**src/rtl/mbus_pkg.sv**
```systemverilog
package mbus_pkg;

  // Read intent as a level, given the mode and the synchronized pins.
  function automatic logic rd_level(input logic mot, input logic ds, input logic rw);
    return mot ? (ds & rw) : ~ds;
  endfunction

  // Write intent as a level; the write commits when this level ends.
  function automatic logic wr_level(input logic mot, input logic ds, input logic rw);
    return mot ? (ds & ~rw) : ~rw;
  endfunction

  // Location below the control boundary belongs to the clock/control window.
  function automatic logic in_ctrl_window(input int unsigned loc, input int unsigned ctrl_locs);
    return loc < ctrl_locs;
  endfunction

  // Whole location is read-only.
  function automatic logic loc_locked(input int unsigned loc, input int unsigned lo,
                                      input int unsigned hi);
    return (loc >= lo) && (loc <= hi);
  endfunction

endpackage

```
**src/rtl/mbus_sync.sv**
```systemverilog
module mbus_sync #(
  parameter int unsigned W      = 1,
  parameter int unsigned STAGES = 2,
  parameter logic [W-1:0] RST_VAL = '0
) (
  input  logic         clk,
  input  logic         rst_n,
  input  logic [W-1:0] d,
  output logic [W-1:0] q
);
  logic [W-1:0] st [STAGES];

  always_ff @(posedge clk or negedge rst_n) begin
    if (!rst_n) begin
      for (int i = 0; i < STAGES; i++) st[i] <= RST_VAL;
    end else begin
      st[0] <= d;
      for (int i = 1; i < STAGES; i++) st[i] <= st[i-1];
    end
  end

  assign q = st[STAGES-1];
endmodule

```
**src/rtl/mbus_addr_latch.sv**
```systemverilog
module mbus_addr_latch #(
  parameter int unsigned AW = 7
) (
  input  logic          clk,
  input  logic          rst_n,
  input  logic          as_s,
  input  logic [AW-1:0] ad_s,
  output logic [AW-1:0] addr_q,
  output logic          as_fall,
  output logic          as_rise
);
  logic as_d;

  assign as_fall = as_d & ~as_s;
  assign as_rise = ~as_d & as_s;

  always_ff @(posedge clk or negedge rst_n) begin
    if (!rst_n) begin
      as_d   <= 1'b0;
      addr_q <= '0;
    end else begin
      as_d <= as_s;
      if (as_rise)      addr_q <= '0;
      else if (as_fall) addr_q <= ad_s;
    end
  end
endmodule

```
**src/rtl/mbus_access.sv**
```systemverilog
module mbus_access
  import mbus_pkg::*;
#(
  parameter int unsigned AW        = 7,
  parameter int unsigned DW        = 8,
  parameter int unsigned LOCK_LO   = 12,
  parameter int unsigned LOCK_HI   = 13,
  parameter int unsigned PART_LOC  = 10,
  parameter logic [DW-1:0] PART_MASK = 8'h7F
) (
  input  logic          clk,
  input  logic          rst_n,
  input  logic          mot,
  input  logic          ds_s,
  input  logic          rw_s,
  input  logic          sel_s,
  input  logic [DW-1:0] ad_s,
  input  logic [AW-1:0] addr,
  output logic          rd_go,
  output logic          wr_fall,
  output logic          rd_busy,
  output logic          reg_rd,
  output logic          reg_wr,
  output logic [DW-1:0] reg_wdata,
  output logic [DW-1:0] reg_wmask
);
  logic          rd_lvl, rd_lvl_d, wr_lvl, wr_lvl_d, sel_d;
  logic [DW-1:0] ad_d;

  assign rd_lvl  = rd_level(mot, ds_s, rw_s);
  assign wr_lvl  = wr_level(mot, ds_s, rw_s);
  assign rd_go   = rd_lvl & ~rd_lvl_d & sel_s;
  assign wr_fall = wr_lvl_d & ~wr_lvl & sel_d
                   & ~loc_locked(int'(addr), LOCK_LO, LOCK_HI);

  always_ff @(posedge clk or negedge rst_n) begin
    if (!rst_n) begin
      rd_lvl_d  <= 1'b0;
      wr_lvl_d  <= 1'b0;
      sel_d     <= 1'b0;
      ad_d      <= '0;
      rd_busy   <= 1'b0;
      reg_rd    <= 1'b0;
      reg_wr    <= 1'b0;
      reg_wdata <= '0;
      reg_wmask <= '0;
    end else begin
      rd_lvl_d <= rd_lvl;
      wr_lvl_d <= wr_lvl;
      sel_d    <= sel_s;
      ad_d     <= ad_s;
      reg_rd   <= rd_go;
      rd_busy  <= rd_go | (rd_busy & rd_lvl & sel_s);
      reg_wr   <= wr_fall;
      if (wr_fall) begin
        reg_wdata <= ad_d;
        reg_wmask <= (int'(addr) == PART_LOC) ? PART_MASK : '1;
      end
    end
  end
endmodule

```
**src/rtl/mux_bus_slave.sv**
```systemverilog
module mux_bus_slave
  import mbus_pkg::*;
#(
  parameter int unsigned AW          = 7,
  parameter int unsigned DW          = 8,
  parameter int unsigned SYNC_STAGES = 2,
  parameter int unsigned CTRL_LOCS   = 14,
  parameter int unsigned LOCK_LO     = 12,
  parameter int unsigned LOCK_HI     = 13,
  parameter int unsigned PART_LOC    = 10,
  parameter logic [DW-1:0] PART_MASK = 8'h7F
) (
  input  logic          clk,
  input  logic          rst_n,
  input  logic          mot_sel,
  input  logic          host_rst_n,
  input  logic          pwr_fail,
  input  logic          cs_n,
  input  logic          as_strb,
  input  logic          ds_pin,
  input  logic          rw_pin,
  input  logic [DW-1:0] ad_in,
  output logic [DW-1:0] ad_out,
  output logic          ad_oe,
  output logic [AW-1:0] reg_addr,
  output logic          reg_rd,
  output logic          reg_wr,
  output logic [DW-1:0] reg_wdata,
  output logic [DW-1:0] reg_wmask,
  input  logic [DW-1:0] reg_rdata,
  output logic          loc_is_ctrl,
  output logic          loc_is_ram
);
  // Control bank order: host_rst_n, pwr_fail, cs_n, as, ds, rw
  localparam int unsigned CW = 6;
  localparam logic [CW-1:0] CTRL_IDLE = 6'b011001;

  logic [CW-1:0] ctrl_s;
  logic [DW-1:0] ad_s;
  logic          host_ok_s, pf_s, cs_n_s, as_s, ds_s, rw_s;
  logic          sel_ok, rd_go, wr_fall, as_fall, as_rise, rd_busy;

  mbus_sync #(.W(CW), .STAGES(SYNC_STAGES), .RST_VAL(CTRL_IDLE)) u_sync_ctrl (
    .clk(clk), .rst_n(rst_n),
    .d({host_rst_n, pwr_fail, cs_n, as_strb, ds_pin, rw_pin}),
    .q(ctrl_s)
  );

  mbus_sync #(.W(DW), .STAGES(SYNC_STAGES), .RST_VAL('0)) u_sync_ad (
    .clk(clk), .rst_n(rst_n), .d(ad_in), .q(ad_s)
  );

  assign {host_ok_s, pf_s, cs_n_s, as_s, ds_s, rw_s} = ctrl_s;
  assign sel_ok = ~cs_n_s & ~pf_s & host_ok_s;

  mbus_addr_latch #(.AW(AW)) u_addr (
    .clk(clk), .rst_n(rst_n), .as_s(as_s), .ad_s(ad_s[AW-1:0]),
    .addr_q(reg_addr), .as_fall(as_fall), .as_rise(as_rise)
  );

  mbus_access #(
    .AW(AW), .DW(DW), .LOCK_LO(LOCK_LO), .LOCK_HI(LOCK_HI),
    .PART_LOC(PART_LOC), .PART_MASK(PART_MASK)
  ) u_access (
    .clk(clk), .rst_n(rst_n), .mot(mot_sel), .ds_s(ds_s), .rw_s(rw_s),
    .sel_s(sel_ok), .ad_s(ad_s), .addr(reg_addr),
    .rd_go(rd_go), .wr_fall(wr_fall), .rd_busy(rd_busy),
    .reg_rd(reg_rd), .reg_wr(reg_wr), .reg_wdata(reg_wdata), .reg_wmask(reg_wmask)
  );

  assign ad_oe       = rd_busy;
  assign ad_out      = rd_busy ? reg_rdata : '0;
  assign loc_is_ctrl = in_ctrl_window(int'(reg_addr), CTRL_LOCS);
  assign loc_is_ram  = ~loc_is_ctrl;
endmodule

```
**config.mk**
```make
export PLATFORM = sky130hd
export DESIGN_NAME = mux_bus_slave
export DESIGN_NICKNAME = d
export VERILOG_FILES = /design/src/rtl/mbus_pkg.sv /design/src/rtl/mbus_sync.sv /design/src/rtl/mbus_addr_latch.sv /design/src/rtl/mbus_access.sv /design/src/rtl/mux_bus_slave.sv
export SDC_FILE = /design/constraint.sdc
export NUM_CORES = 1
export LEC_CHECK = 0
export ABC_AREA = 1
export BUFFER_PORTS_ARGS = -buffer_cell sky130_fd_sc_hd__buf_2
export CAP_MARGIN = 20
export CORE_MARGIN = 2
export CORE_UTILIZATION = 45
export DETAILED_ROUTE_END_ITERATION = 16
export PLACE_DENSITY = 0.76
export SLEW_MARGIN = 20
export SYNTH_ARGS = -nofsm -noshare
export SYNTH_HDL_FRONTEND = slang
export SYNTH_SLANG_ARGS = --single-unit
```
**constraint.sdc**
```tcl
create_clock -name clk -period 2.3 [get_ports clk]
set_clock_uncertainty 0.1 [all_clocks]
set_input_delay 0.46 -clock clk [delete_from_list [all_inputs] [get_ports clk]]
set_output_delay 0.46 -clock clk [all_outputs]
set_load 0.05 [all_outputs]
```
# After elaboration in Yosys (flattened, before gate mapping)
# Index checks and enable logic that the tools add are counted.
[word_totals]
regBits = 66
latch_bits = 0
mem_bits_rw = 0
rom_bits = 0
in_bits = 25
output_inout_bits = 36
wordCells = 51
n_memories = 0
[op_classes]
n_addsub = 0
multipliers = 0
div = 0
magnitude_cmp = 3
n_eq_ne = 1
shift = 0
n_mux = 6
n_bitwise = 24
n_reduce_logical = 2
[op_table]
columns = ["cell", "count"]
rows = [
  ["8-bit two-way mux", 2],
  ["7-bit two-way mux", 2],
  ["1-bit AND", 13],
  ["1-bit inverter", 10],
  ["7-bit by 4-bit equality test with 1-bit output, second input constant", 1],
  ["7-bit by 4-bit >= comparator with 1-bit output, second input constant", 1],
  ["7-bit by 4-bit less-or-equal comparator with 1-bit output, second input constant", 1],
  ["7-bit by 4-bit < comparator with 1-bit output, second input constant", 1],
  ["1-bit two-way mux", 2],
  ["2-bit nonzero test", 1],
  ["1-bit logical AND", 1],
  ["1-bit bitwise OR", 1],
]

# Depth between registers and ports, before layout
[logic_depth]
ltp_word = 7
mapped_depth = 7
mapped_depth_nobuf = 6

# Hierarchy
# A second synthesis with hierarchy kept.
[unflattened]
cells_unflattened = 194
area_unflattened_um2 = 2177.1
[by_module_without_submodules]
columns = ["mod", "instances", "cells_per_inst", "area_per_inst_um2", "seq_area_each_um2"]
rows = [
  ["mbus_access", 1, 90, 912.1, 600.6],
  ["mbus_sync at u_sync_ad", 1, 24, 460.4, 400.4],
  ["mbus_sync at u_sync_ctrl", 1, 18, 352.8, 307.8],
  ["mbus_addr_latch", 1, 35, 342.8, 200.2],
  ["mux_bus_slave", 1, 27, 108.9, 0.0],
]

# Worst setup path before layout
# No wires, ideal clock.
[synth_path]
path_kind = "reg-to-output"
start = "register u_addr.addr_q[1]"
end = "output loc_is_ctrl"
t_arrival_ns = 2.575
path_slack_ns = -0.835
path_stages_with_launch = 4
path_cell_list = "dfrtp_1 -> inv_1 -> o21ai_0 -> inv_1"
[synth_via]
elab_chain_cells = 1
[synth_rtl]
columns = ["item", "line_no", "rtl"]
rows = [
  ["start, declared", "mbus_addr_latch.sv:8", "output logic [AW-1:0] addr_q,"],
  ["start signal, assigned", "mbus_addr_latch.sv:24", "else if (as_fall) addr_q <= ad_s;"],
  ["7-bit by 4-bit < comparator with 1-bit output", "mbus_pkg.sv:15", "return loc < ctrl_locs;"],
  ["end, declared", "mux_bus_slave.sv:31", "output logic loc_is_ctrl,"],
]
# No other way between the ends.

# Final worst setup path
[layout_path]
start = "register u_addr.addr_q[6]"
end = "output loc_is_ctrl"
# The elaborated chain is that of the path after synthesis.

==> flow_metrics.tcl <==
set metrics [dict create \
    hpwl_um 2220 \
    multi_input_area_um2 345 \
    fin_tns_setup_ps 0 \
    yosys_warnings 0 \
    cts_resized 0 \
    port_buffers 60 \
    rsz0062_at_grt "false" \
    yosys.area_share.simple_pct 12.7 \
    overflow 0 \
    synth_xor_area_share_pct 0 \
    path_class "reg2out" \
    final_util_pct 58.3 \
    num_antenna_cells 0 \
    cp-start-kind "flop" \
    routed_wirelength_um 3020 \
    seqCellArea_um2 1510 \
    rrSetupSlack_ps 840 \
    yosys_register_bits 60 \
    timing.fmax_mhz 500 \
    synthMuxAreaShare_pct 0 \
    finalSetupViolCount 0 \
    clk_path_buf_depth 2 \
    nNetsFinal 256 \
    synth.area.top_cells "dfrtp_1 67%, dfstp_2 7.8%, nand2_1 7.1%, inv_1 5.4%, nand3_1 2.2%" \
    grt_max_degree 34 \
    cp.arrival_ps 1440 \
    setup_slack_ps 299 \
    antenna_found_initial 0 \
    synth-adder-area-share_pct 0.618 \
    area_delta_synth_final_pct 25.5 \
    cap_violations 0 \
    num_io_pins 61 \
    slew_headroom_pct 54.1 \
    finalPower_uw 2530 \
    p_leak_uw 0.00141 \
    grt_pass1_wl_um 5060 \
    track_usage_pct 13.5 \
    cp_max_fo 4 \
    rr_worst_depth 5 \
    clock_latency_ps 320 \
    finalCritPeriodShare_pct 87.0 \
    synth.largest_area_cell "dfrtp_1" \
    synth_cells 167 \
    hold_path_class "in2async" \
    synth_fp_nets 193 \
    drive_gt1_share_pct 38.3 \
    cts_tree "yes" \
    die_h_um 71.1 \
    ir_drop_uv 487 \
    start_util_pct 46.5 \
    hold_buffers 0 \
    fin_crit_ps 2000 \
    gp_congestion 0.834 \
    post-place-ws_ps 636 \
    hold_violations 0 \
    drc 0 \
    netlist.area_leader.share_pct 66.8 \
    p_per_area_nw_per_um2 996 \
    fill_cells 361 \
    rows 24 \
    synth_top_family_by_area "simple AND/OR/NAND/NOR gates" \
    core-area_um2 4350 \
    cts_root_buf "clkbuf_8" \
    syn_area_um2 2020 \
    first_pass_iters 4 \
    drt_iter0_drc 72 \
    worstPathRequired_ps 1740 \
    via_per_inst 4.34 \
    cts_made_buffers 9 \
    yosysUniqueCellTypes 19 \
    status "finished, final reports clean" \
    h-tree-depth 3 \
    endpoint_kind "output port" \
    cts.sink_count 60 \
    die_w_um 71.1 \
    cts_setup_buffers 0 \
    finalHoldWorstSlack_ps 76.0 \
    ant_nets 0 \
    ys_seq_area_share_pct 74.6 \
    die_area_um2 5050 \
    timing.rr.start "u_sync_ctrl.q[0]" \
    vias 1247 \
    drv_slew 0 \
    syn_avg_cell_area_um2 12.1 \
    clkSlewWorstSetupHoldPaths_ps 70 \
    r2r-end "u_access.reg_wdata[1]" \
    avgRoutedWirePerCell_um 10.5 \
    synth_compound_area_share_pct 3.53 \
    worst_slew_pin_slew_ps 688 \
    first_global_vias 1162 \
]
-- Yosys cell counts (all sizes together) --
cell type and number:
a21oi 3, buf 7, clkbuf 2, dfrtp 54
dfstp 6, ha 1, inv 29, nand2 41
nand3 9, nand4 1, nor2 3, nor3 1
nor3b 1, o21ai 4, o22ai 4, or2 1
-- report_power, final --
group          switching, uW  internal (uW)
logic                    346           99.7
clock network            391            493
registers               48.2           1150
total                    785           1740
-- registers in the layout, indices dropped and copies added, names as in the netlist, 2 cells and up --
register,count
u_access.reg_wmask,2
u_addr.addr_q,7
u_access.ad_d,8
u_sync_ctrl.q,6
u_sync_ad.st,8
u_access.reg_wdata,8
u_sync_ctrl.st,6
u_sync_ad.q,8
-- worst max-delay path: stages, from the launching register on --
cell	delay (ps)
dfrtp_1	410
nor3_1	290
o21ai_2	110
inv_1	60
buf_2	250
-- per-stage QoR --
step / area [um^2] / instances
after floorplan: 2030 / 167
after detailed placement: 2350 / 271
after CTS: 2540 / 287
after global routing: 2540 / 287
final: 2540 / 287
after global placement: 2350 / 271
-- routing by layer --
layer / vias up / track usage [%] / routed length [um]
met5: - / 0 / 0
met2: 36 / 19.5 / 1440
met1: 578 / 16.8 / 1370
li1: 628 / - / -
met3: 5 / 7.83 / 179
met4: 0 / 5.03 / 31
-- kinds of logic (layout without fill, tap and decap cells) --
logic type,after synthesis,in the layout
AO/OA/AOI/OAI,11,11
buffers and inverters,38,106
flip-flops,60,60
adder cells (fa/ha/maj),1,1
AND/OR/NAND/NOR,57,57
-- layout make-up --
class	count	area share (%)
well taps	52	2.56
clock buffers	9	4.88
flip-flops and latches	60	59.4
clock inverters	7	2.66
multi-input cells	69	13.6
inverters	29	4.29
repair buffers	61	12.6
-- placed cells by master (no fill, tap or decap), types with 2 or more instances in the layout --
cell and instances:
buf_2 60, dfrtp_1 54, nand2_1 38, inv_1 29, nand3_1 9, clkbuf_8 9
dfstp_2 6, o22ai_1 4, nand2_2 3, nor2_1 3, o21ai_0 3, clkinvlp_4 3
clkinv_2 3, a21oi_1 2
-- worst max-delay path by stage --
| stage | from | end | slack, ps |
|---|---|---|---|
| 2_1_floorplan | u_addr.addr_q[1] | loc_is_ctrl | 20 |
| 3_3_place_gp | u_addr.addr_q[6] | loc_is_ctrl | 670 |
| 3_5_place_dp | u_addr.addr_q[6] | loc_is_ctrl | 640 |
| 4_1_cts | u_addr.addr_q[6] | loc_is_ctrl | 270 |
| 5_1_grt | u_addr.addr_q[6] | loc_is_ctrl | 250 |
| 6_report | u_addr.addr_q[6] | loc_is_ctrl | 300 |
(Power assumes the default switching activity.)
